--- config.mk ---
export PLATFORM = sky130hd
export DESIGN_NAME = corerail_low_sup
export DESIGN_NICKNAME = d
export VERILOG_FILES = /design/src/rtl/lowrail_pkg.sv /design/src/rtl/lowrail_det.sv /design/src/rtl/lowrail_stat.sv /design/src/rtl/lowrail_supp.sv /design/src/rtl/corerail_low_sup.sv
export SDC_FILE = /design/constraint.sdc
export NUM_CORES = 1
export LEC_CHECK = 0
export ABC_AREA = 1
export BUFFER_PORTS_ARGS = -buffer_cell sky130_fd_sc_hd__clkbuf_2
export CORE_ASPECT_RATIO = 1.1
export CORE_MARGIN = 5
export CORE_UTILIZATION = 30
export CTS_CLUSTER_DIAMETER = 80
export DETAILED_ROUTE_END_ITERATION = 8
export PLACE_DENSITY = 0.64
export RECOVER_POWER = 25
export SYNTH_ARGS = -nofsm -noshare
export SYNTH_HDL_FRONTEND = slang
export SYNTH_SLANG_ARGS = --single-unit
--- constraint.sdc ---
create_clock -name clk_i -period 1.45 [get_ports clk_i]
set_input_delay 0.0725 -clock clk_i [delete_from_list [all_inputs] [get_ports clk_i]]
set_output_delay 0.0725 -clock clk_i [all_outputs]
set_load 0.02 [all_outputs]
--- src/rtl/lowrail_pkg.sv ---
package lowrail_pkg;
  typedef struct packed {
    logic ot_hold;
    logic tmin_freeze;
    logic shdn_veto;
  } supp_t;

  localparam int unsigned SUPP_N = 3;
endpackage

--- src/rtl/lowrail_det.sv ---
module lowrail_det #(
  parameter int unsigned SMP_W = 8,
  parameter int unsigned HYST  = 2
) (
  input  logic             clk_i,
  input  logic             rst_ni,
  input  logic [SMP_W-1:0] smp_i,
  input  logic             vld_i,
  input  logic [SMP_W-1:0] lim_i,
  input  logic             en_i,
  output logic             low_d_o,
  output logic             low_q_o
);
  localparam int unsigned CMP_W = SMP_W + 1;

  logic [CMP_W-1:0] rel_thr;
  logic             below, recovered;
  logic             low_d, low_q;

  // release threshold kept one bit wider so it never wraps
  assign rel_thr   = {1'b0, lim_i} + CMP_W'(HYST);
  assign below     = smp_i < lim_i;
  assign recovered = {1'b0, smp_i} >= rel_thr;

  always_comb begin
    if (!en_i)       low_d = 1'b0;
    else if (!vld_i) low_d = low_q;
    else if (low_q)  low_d = !recovered;
    else             low_d = below;
  end

  always_ff @(posedge clk_i or negedge rst_ni) begin
    if (!rst_ni) low_q <= 1'b0;
    else         low_q <= low_d;
  end

  assign low_d_o = low_d;
  assign low_q_o = low_q;

  a_r1_enter_below: assert property (@(posedge clk_i) disable iff (!rst_ni)
    (en_i && vld_i && (smp_i < lim_i)) |=> low_q);
  a_r2_band_holds: assert property (@(posedge clk_i) disable iff (!rst_ni)
    (en_i && vld_i && low_q && ({1'b0, smp_i} < ({1'b0, lim_i} + CMP_W'(HYST)))) |=> low_q);
  a_r3_invalid_stable: assert property (@(posedge clk_i) disable iff (!rst_ni)
    (en_i && !vld_i) |=> $stable(low_q));
  a_r4_disabled_clears: assert property (@(posedge clk_i) disable iff (!rst_ni)
    !en_i |=> !low_q);
endmodule

--- src/rtl/lowrail_stat.sv ---
module lowrail_stat (
  input  logic clk_i,
  input  logic rst_ni,
  input  logic set_i,
  input  logic clr_i,
  input  logic alert_en_i,
  output logic stat_o,
  output logic alert_no
);
  logic stat_q;

  // set dominates the clear strobe
  always_ff @(posedge clk_i or negedge rst_ni) begin
    if (!rst_ni) stat_q <= 1'b0;
    else         stat_q <= set_i | (stat_q & ~clr_i);
  end

  assign stat_o   = stat_q;
  assign alert_no = ~(stat_q & alert_en_i);

  a_r7_sticky: assert property (@(posedge clk_i) disable iff (!rst_ni)
    (stat_q && !clr_i) |=> stat_q);
  a_r7_clear: assert property (@(posedge clk_i) disable iff (!rst_ni)
    (clr_i && !set_i) |=> !stat_q);
endmodule

--- src/rtl/lowrail_supp.sv ---
module lowrail_supp
  import lowrail_pkg::*;
(
  input  logic  low_i,
  output supp_t supp_o
);
  logic [SUPP_N-1:0] vec;

  for (genvar g = 0; g < SUPP_N; g++) begin : g_supp
    assign vec[g] = low_i;
  end

  assign supp_o = supp_t'(vec);
endmodule

--- src/rtl/corerail_low_sup.sv ---
module corerail_low_sup
  import lowrail_pkg::*;
#(
  parameter int unsigned SMP_W = 8,
  parameter int unsigned HYST  = 2
) (
  input  logic             clk_i,
  input  logic             rst_ni,
  input  logic [SMP_W-1:0] rail_smp_i,
  input  logic             rail_vld_i,
  input  logic [SMP_W-1:0] low_lim_i,
  input  logic             lowrail_en_i,
  input  logic             alert_en_i,
  input  logic             stat_clr_i,
  output logic             stat_o,
  output logic             alert_no,
  output logic             ot_hold_o,
  output logic             tmin_freeze_o,
  output logic             shdn_veto_o
);
  logic  low_d, low_q;
  supp_t supp;

  lowrail_det #(.SMP_W(SMP_W), .HYST(HYST)) u_det (
    .clk_i   (clk_i),
    .rst_ni  (rst_ni),
    .smp_i   (rail_smp_i),
    .vld_i   (rail_vld_i),
    .lim_i   (low_lim_i),
    .en_i    (lowrail_en_i),
    .low_d_o (low_d),
    .low_q_o (low_q)
  );

  lowrail_stat u_stat (
    .clk_i      (clk_i),
    .rst_ni     (rst_ni),
    .set_i      (low_d),
    .clr_i      (stat_clr_i),
    .alert_en_i (alert_en_i),
    .stat_o     (stat_o),
    .alert_no   (alert_no)
  );

  lowrail_supp u_supp (
    .low_i  (low_q),
    .supp_o (supp)
  );

  assign ot_hold_o     = supp.ot_hold;
  assign tmin_freeze_o = supp.tmin_freeze;
  assign shdn_veto_o   = supp.shdn_veto;

  a_r6_stat_covers_low: assert property (@(posedge clk_i) disable iff (!rst_ni)
    low_q |-> stat_o);
  a_r5_release_on_recover: assert property (@(posedge clk_i) disable iff (!rst_ni)
    $fell(ot_hold_o) |-> !$past(low_d));
endmodule

==> results of run 1 <==
## final cells by class
class	instances	area, um2	area share [%]
Multi-Input combinational cell	67	515	51.0
Timing Repair Buffer	41	283	28.0
Inverter	21	105	10.4
Sequential cell	2	50.0	4.95
Tap cell	28	35.0	3.47
Clock buffer	3	22.5	2.23
## logic make-up after synthesis
logic type | after synthesis
simple gates | 39
buf+inv | 23
fa+ha+maj | 16
compound gates | 7
xor+xnor | 5
flops | 2
## worst max-delay path by stage
stage            startpoint                      end  cells after the start
6_report       low_lim_i[1]  u_stat.stat_o$_DFF_PN0_                     17
5_1_grt        low_lim_i[1]  u_stat.stat_o$_DFF_PN0_                     17
4_1_cts        low_lim_i[1]  u_stat.stat_o$_DFF_PN0_                     17
3_5_place_dp   low_lim_i[1]  u_stat.stat_o$_DFF_PN0_                     17
3_3_place_gp   low_lim_i[1]  u_stat.stat_o$_DFF_PN0_                     17
2_1_floorplan  low_lim_i[3]  u_stat.stat_o$_DFF_PN0_                     16
## sequential cells by signal (all words and copies together), names as in the netlist
signal and count:
u_det.low_q_o 1, u_stat.stat_o 1
## metrics by stage
stage | hold WS (ps) | instances | worst slack (ps) | setup TNS (ps)
floorplan | -223 | 92 | -103 | -194
global placement | -141 | 156 | -438 | -867
detailed placement | -140 | 156 | -466 | -915
CTS | 65.4 | 161 | -85.2 | -149
global route | 81.7 | 162 | -240 | -459
finish | 69.4 | 162 | -66.5 | -108
## cell usage after synthesis
library cell	n
inv_2	1
clkinv_1	4
buf_4	2
nand3_1	7
nor2_1	5
dfrtp_1	2
nor3_1	2
nand2_1	22
xnor2_1	1
nand3_2	1
a21oi_1	5
nor3_4	1
xor2_1	4
ha_1	16
and3_1	1
o21ai_1	1
a21boi_2	1
inv_1	16
## timing repair
| action | 4_1_cts | 5_1_grt |
|---|---|---|
| pin swaps | 8 | 4 |
| setup endpoints to repair | 2 | 2 |
| buffers inserted | 1 | 1 |
| endpoints found under the hold margin | 2 | 0 |
| hold buffers | 1 | 0 |
| resized for setup | 10 | 5 |
## power by group through the flow
stage	Sequential (mW)	Combinational [mW]	Clock (mW)
after floorplan	0.0796	0.152	0
after global placement	0.0711	0.256	0
after detailed placement	0.0714	0.265	0
after CTS	0.0708	0.286	0.124
after global routing	0.0723	0.330	0.132
final	0.0707	0.293	0.119
## per-layer routing
metal  part of all wire (%)  track usage, %  vias up  wire, um
met5                      0               0        -         0
met4                    2.3            4.01        0        36
met3                    6.1            1.57        4        96
met2                     56            21.8       23       872
met1                     36            10.7      304       564
li1                       -               -      373         -
## worst max-delay path, cell delays in order
cell,delay [ps]
clkbuf_16,120
clkinv_8,40
nor3_4,190
buf_4,150
xor2_1,60
ha_1,290
nand2_1,80
nor2_1,130
nand3_2,60
nand2_1,50
inv_1,30
nand2_1,60
nand2_1,50
nand2_1,50
nand2_1,50
nand2_1,60
nand2_1,50
==> impl_metrics.tcl, run 1 <==
set metrics [dict create \
    run_status "finished with violations" \
    failed_checks "setup timing" \
    route.final.wire_length_um 1570 \
    route.antenna.remaining_nets 0 \
    fp.dieArea_um2 3030 \
    wl_per_cell_um 9.69 \
    layout.nets 174 \
    postSynthAreaPerCell_um2 6.61 \
    io_buffer_count 26 \
    power.internal_mw 0.295 \
    worstSetupStartpointType "input port" \
    netSwitchingFraction_pct 38.9 \
    yosysTopAreaCellShare_pct 32.9 \
    worstSkewPairLatency_ps 220 \
    post-dp-hpwl_um 1400 \
    startpoint_of_the_tightest_hold_check_path "lowrail_en_i" \
    post_dr_vias_cell 4.35 \
    place.gp.congestion 0.860 \
    yosys.cell_types.count 18 \
    first_iter_violations 9 \
    cts.sink_count 2 \
    cts_buffer_count 3 \
    timing_worst_slew_pin_value_ps 317 \
    leakagePower_nw 0.597 \
    power.net_switching_mw 0.188 \
    setup_violations 2 \
    first_pass_iters 4 \
    horizontal_die_dimension_um 52.9 \
    final_critical_path_setup_slack_ps -66.5 \
    maxClockFrequency_mhz 659 \
    worstPathMaxFanout 3 \
    finalCoreUtilization_pct 51.1 \
    ranking_of_synthesized_cells_by_area "ha_1 33%, nand2_1 14%, inv_1 9.9%, dfrtp_1 8.2%, nand3_1 5.8%" \
    post_dp_cell_area_um2 897 \
    layout.cells.most_common "clkbuf_2" \
    diodes 0 \
    tritoncts "built" \
    grt_max_degree 6 \
    clockPowerShare_pct 24.6 \
    maximum_capacitance_violations 0 \
    r2r.worst_path.cells 7 \
    critical_path_class "in2reg" \
    grt_pass1_wl_um 2590 \
    grt.overflow.total 0 \
    worst_clock_skew_ps 4.44 \
    track_usage_pct 10.9 \
    worst_ir_drop_vdd_mv 0.485 \
    r2r_end "u_stat.stat_o$_DFF_PN0_" \
    whs_endpoint "u_det.low_q_o$_DFF_PN0_" \
    post_route_cells_drive_above_1_share_pct 43.3 \
    layout.cell_area.non_filler_um2 1010 \
    filler_cell_count 199 \
    netlist_area_um2 608 \
    floorplan.initialDensity_pct 30.7 \
    worstHoldPathCells 3 \
    endpoint_kind "register" \
    synthSimpleGateAreaFrac_pct 29.4 \
    floorplan.io_pins 27 \
    post_synth_xor_area_fraction_pct 7.20 \
    synth_area_in_compound_gates_pct 6.79 \
    via_count 704 \
    final_min_period_over_clock_period_pct 105 \
    slew_headroom_pct 78.7 \
    timing_max_transition_violations_final 0 \
    floorplan_die_height_um 57.2 \
    max-clock-path-buffers 2 \
    number_of_rows_in_the_core_area 17 \
    route.detailed.drc 0 \
    synthCells 92 \
    critical_path_required_ps 1550 \
    power.total_mw 0.483 \
    grt_pass1_vias 705 \
    seq_cells_post_synth 2 \
    power.density_cell_area_nw_per_um2 478 \
    critical_path_arrival_ps 1620 \
    flow.area_growth_from_synthesis_pct 66.3 \
    comb_power_share_pct 60.8 \
    rsz_0062_raised_after_global_routing "yes" \
    seq_power_share_pct 14.6 \
    seq_area_frac_synth_pct 8.23 \
    reg2reg_from "u_det.low_q_o$_DFF_PN0_" \
    clk_pin_slew_worst_paths_ps 30 \
    cts-htree-levels 1 \
    clockRootBuffer "clkbuf_4" \
    yosys-mux-area-fraction_pct 0 \
    period_needed_ps 1520 \
    hold_class "in2reg" \
    hold_viol_final 0 \
    synth-warning-count 0 \
    ff2ff_setup_slack_ps 390 \
    synth_top_family_by_area "adder cells" \
    synthAdderAreaFrac_pct 32.9 \
    mapped_nets 130 \
    fp.coreArea_um2 1980 \
    antenna_found_initial 0 \
    most-common-layout-cells "22 x clkbuf_2, 20 x nand2_1, 16 x inv_1" \
    synth.largest_area_cell "ha_1" \
]
(Power assumes the default switching activity.)
==> run 2: changes to the inputs <==
clock period = 1.4 ns   (was 1.45 ns; I/O delays follow)
==> run 2 against run 1 <==
The flow still finishes with violations (setup timing). Sequential share of layout area about the same. Via count shrank 0.99%. Sequential power increased by 4.1%. Largest cell class unchanged. Worst hold slack worse by 6.6 ps. Setup slack got worse by 94 ps. Routed wire length up 0.45%. Combinational power grew 5%. Total power rose by 5.4%.
==> impl_metrics.tcl, run 2 (same netlist as run 1, synthesis figures left out) <==
set metrics [dict create \
    most-common-layout-cells "22 x clkbuf_2, 19 x nand2_1, 15 x inv_1, 15 x ha_1, 12 x buf_4" \
    placed_cells_incl_taps 155 \
    timing_max_transition_violations_final 0 \
    track_usage_pct 11.9 \
    r2r.worst_path.cells 7 \
    io_buffer_count 26 \
    power.density_cell_area_nw_per_um2 504 \
    timing.critical_path.buf_inv 3 \
    grt_pass1_vias 766 \
    reg2reg_from "u_det.low_q_o$_DFF_PN0_" \
    grt_max_degree 6 \
    final.hold.worst_slack_ps 62.8 \
    period_needed_ps 1560 \
    cts.sink_count 2 \
    via_count 697 \
    route.detailed.drc 0 \
    layout.cell_area.non_filler_um2 1010 \
    layout.cells.most_common "clkbuf_2" \
    endpoint_kind "register" \
    diodes 0 \
    worstSetupStartpointType "input port" \
    hold_class "in2reg" \
    worstSkewPairLatency_ps 220 \
    wl_per_cell_um 9.80 \
    timing.critical_path.slowest_cell_delay_ps 290 \
    hold_viol_final 0 \
    grt_pass1_wl_um 2800 \
    timing_worst_slew_pin_value_ps 289 \
    worstPathMaxFanout 3 \
    layout.cells.non_filler 161 \
    route.antenna.remaining_nets 0 \
    rsz_0062_raised_after_global_routing "yes" \
    finalCoreUtilization_pct 51.0 \
    first_iter_violations 8 \
    antenna_found_initial 0 \
    critical_path_arrival_ps 1670 \
    cts_buffer_count 3 \
    grt.overflow.total 0 \
    maximum_capacitance_violations 0 \
    leakagePower_nw 0.588 \
    horizontal_die_dimension_um 52.9 \
    floorplan.io_pins 27 \
    timing.critical_path.slowest_stage_cell "ha_1" \
    post_route_cells_drive_above_1_share_pct 43.6 \
    floorplan.initialDensity_pct 30.7 \
    worst_clock_skew_ps 1.43 \
    cts-htree-levels 1 \
    failed_checks "setup timing" \
    first_pass_iters 4 \
    ff2ff_setup_slack_ps 350 \
    number_of_rows_in_the_core_area 17 \
    startpoint_of_the_tightest_hold_check_path "lowrail_en_i" \
    post_dr_vias_cell 4.33 \
    max-clock-path-buffers 2 \
    post-dp-hpwl_um 1420 \
    layout.nets 173 \
    fp.dieArea_um2 3030 \
    worst_ir_drop_vdd_mv 0.339 \
    cp-endpoint "u_stat.stat_o$_DFF_PN0_" \
    run_status "finished with violations" \
    critical-path-top-delay-family "simple AND/OR/NAND/NOR gates" \
    critical_path_required_ps 1510 \
    flow.area_growth_from_synthesis_pct 66.0 \
    fp.coreArea_um2 1980 \
    tritoncts "built" \
    route.final.wire_length_um 1580 \
    final_min_period_over_clock_period_pct 111 \
    clockRootBuffer "clkbuf_4" \
    floorplan_die_height_um 57.2 \
    cp.depth 17 \
    slew_headroom_pct 80.6 \
    critical_path_class "in2reg" \
    r2r_end "u_stat.stat_o$_DFF_PN0_" \
    place.gp.congestion 0.831 \
    clk_pin_slew_worst_paths_ps 30 \
    timing.critical_path.from "low_lim_i[1]" \
    final_critical_path_setup_slack_ps -160 \
    path_common_cell "nand2_1" \
    setup_violations 2 \
    critical_path.cell_chain "clkbuf_16, clkinv_8, nor3_4, nand3_2, xor2_1, ha_1, nand2_2, nor2_4, nand3_2, nand2_1, inv_1, nand2_1, nand2_1, nand2_1, nand2_1, nand2_2, nand2_1" \
    maxClockFrequency_mhz 641 \
    post_dp_cell_area_um2 890 \
]
==> run 2: cell count changes in the layout (fill, tap and decap cells not counted), sizes merged <==
| cell | delta |
|---|---|
| buf | -1 |
| inv | -1 |
| clkinv | +1 |
==> run 2: worst min-delay path by stage <==
stage / to / cells after the start
2_1_floorplan: u_det.low_q_o$_DFF_PN0_ / 0
3_5_place_dp: u_stat.stat_o$_DFF_PN0_ / 1
3_3_place_gp: u_stat.stat_o$_DFF_PN0_ / 1
6_report: u_det.low_q_o$_DFF_PN0_ / 3
4_1_cts: u_det.low_q_o$_DFF_PN0_ / 3
5_1_grt: u_det.low_q_o$_DFF_PN0_ / 3
==> run 2: timing repair <==
item | CTS | global route
gates resized for setup | 11 | 6
pin swaps | 7 | 5
hold endpoints to repair | 2 | 0
hold buffers | 1 | 0
setup endpoints to repair | 2 | 2
buffers inserted | 1 | 1
==> run 2: worst min-delay path: stages <==
cell and delay, ps:
clkbuf_2 90, nand2_2 50, inv_1 40
==> run 2: cell type report <==
class	count	area (um2)
sequential	2	50.0
inverter	21	105
clock buffer	3	22.5
fill	205	968
tap	28	35.0
timing repair buffer	40	279
multi-input combinational	67	518
==> run 2: power breakdown <==
part | total, mW | internal (mW) | switching (mW)
Clock | 0.128 | 0.0947 | 0.0335
Combinational | 0.307 | 0.146 | 0.161
Sequential | 0.0736 | 0.0659 | 0.00764
Total | 0.509 | 0.307 | 0.203
==> run 2: stage by stage <==
step	setup slack, ps	power [mW]	setup TNS [ps]
floorplan	-150	0.240	-289
global placement	-466	0.337	-925
detailed placement	-525	0.348	-1040
CTS	-150	0.505	-288
global route	-342	0.563	-654
finish	-160	0.509	-297
==> run 2: per-layer routing <==
layer,vias to the layer above,part of all wire [%],routed length [um],track usage (%)
met5,-,0,0,0
met4,0,0,0,4.38
met3,0,4.8,76,0.783
met2,17,58,908,23.0
met1,310,38,592,12.9
li1,370,-,-,-
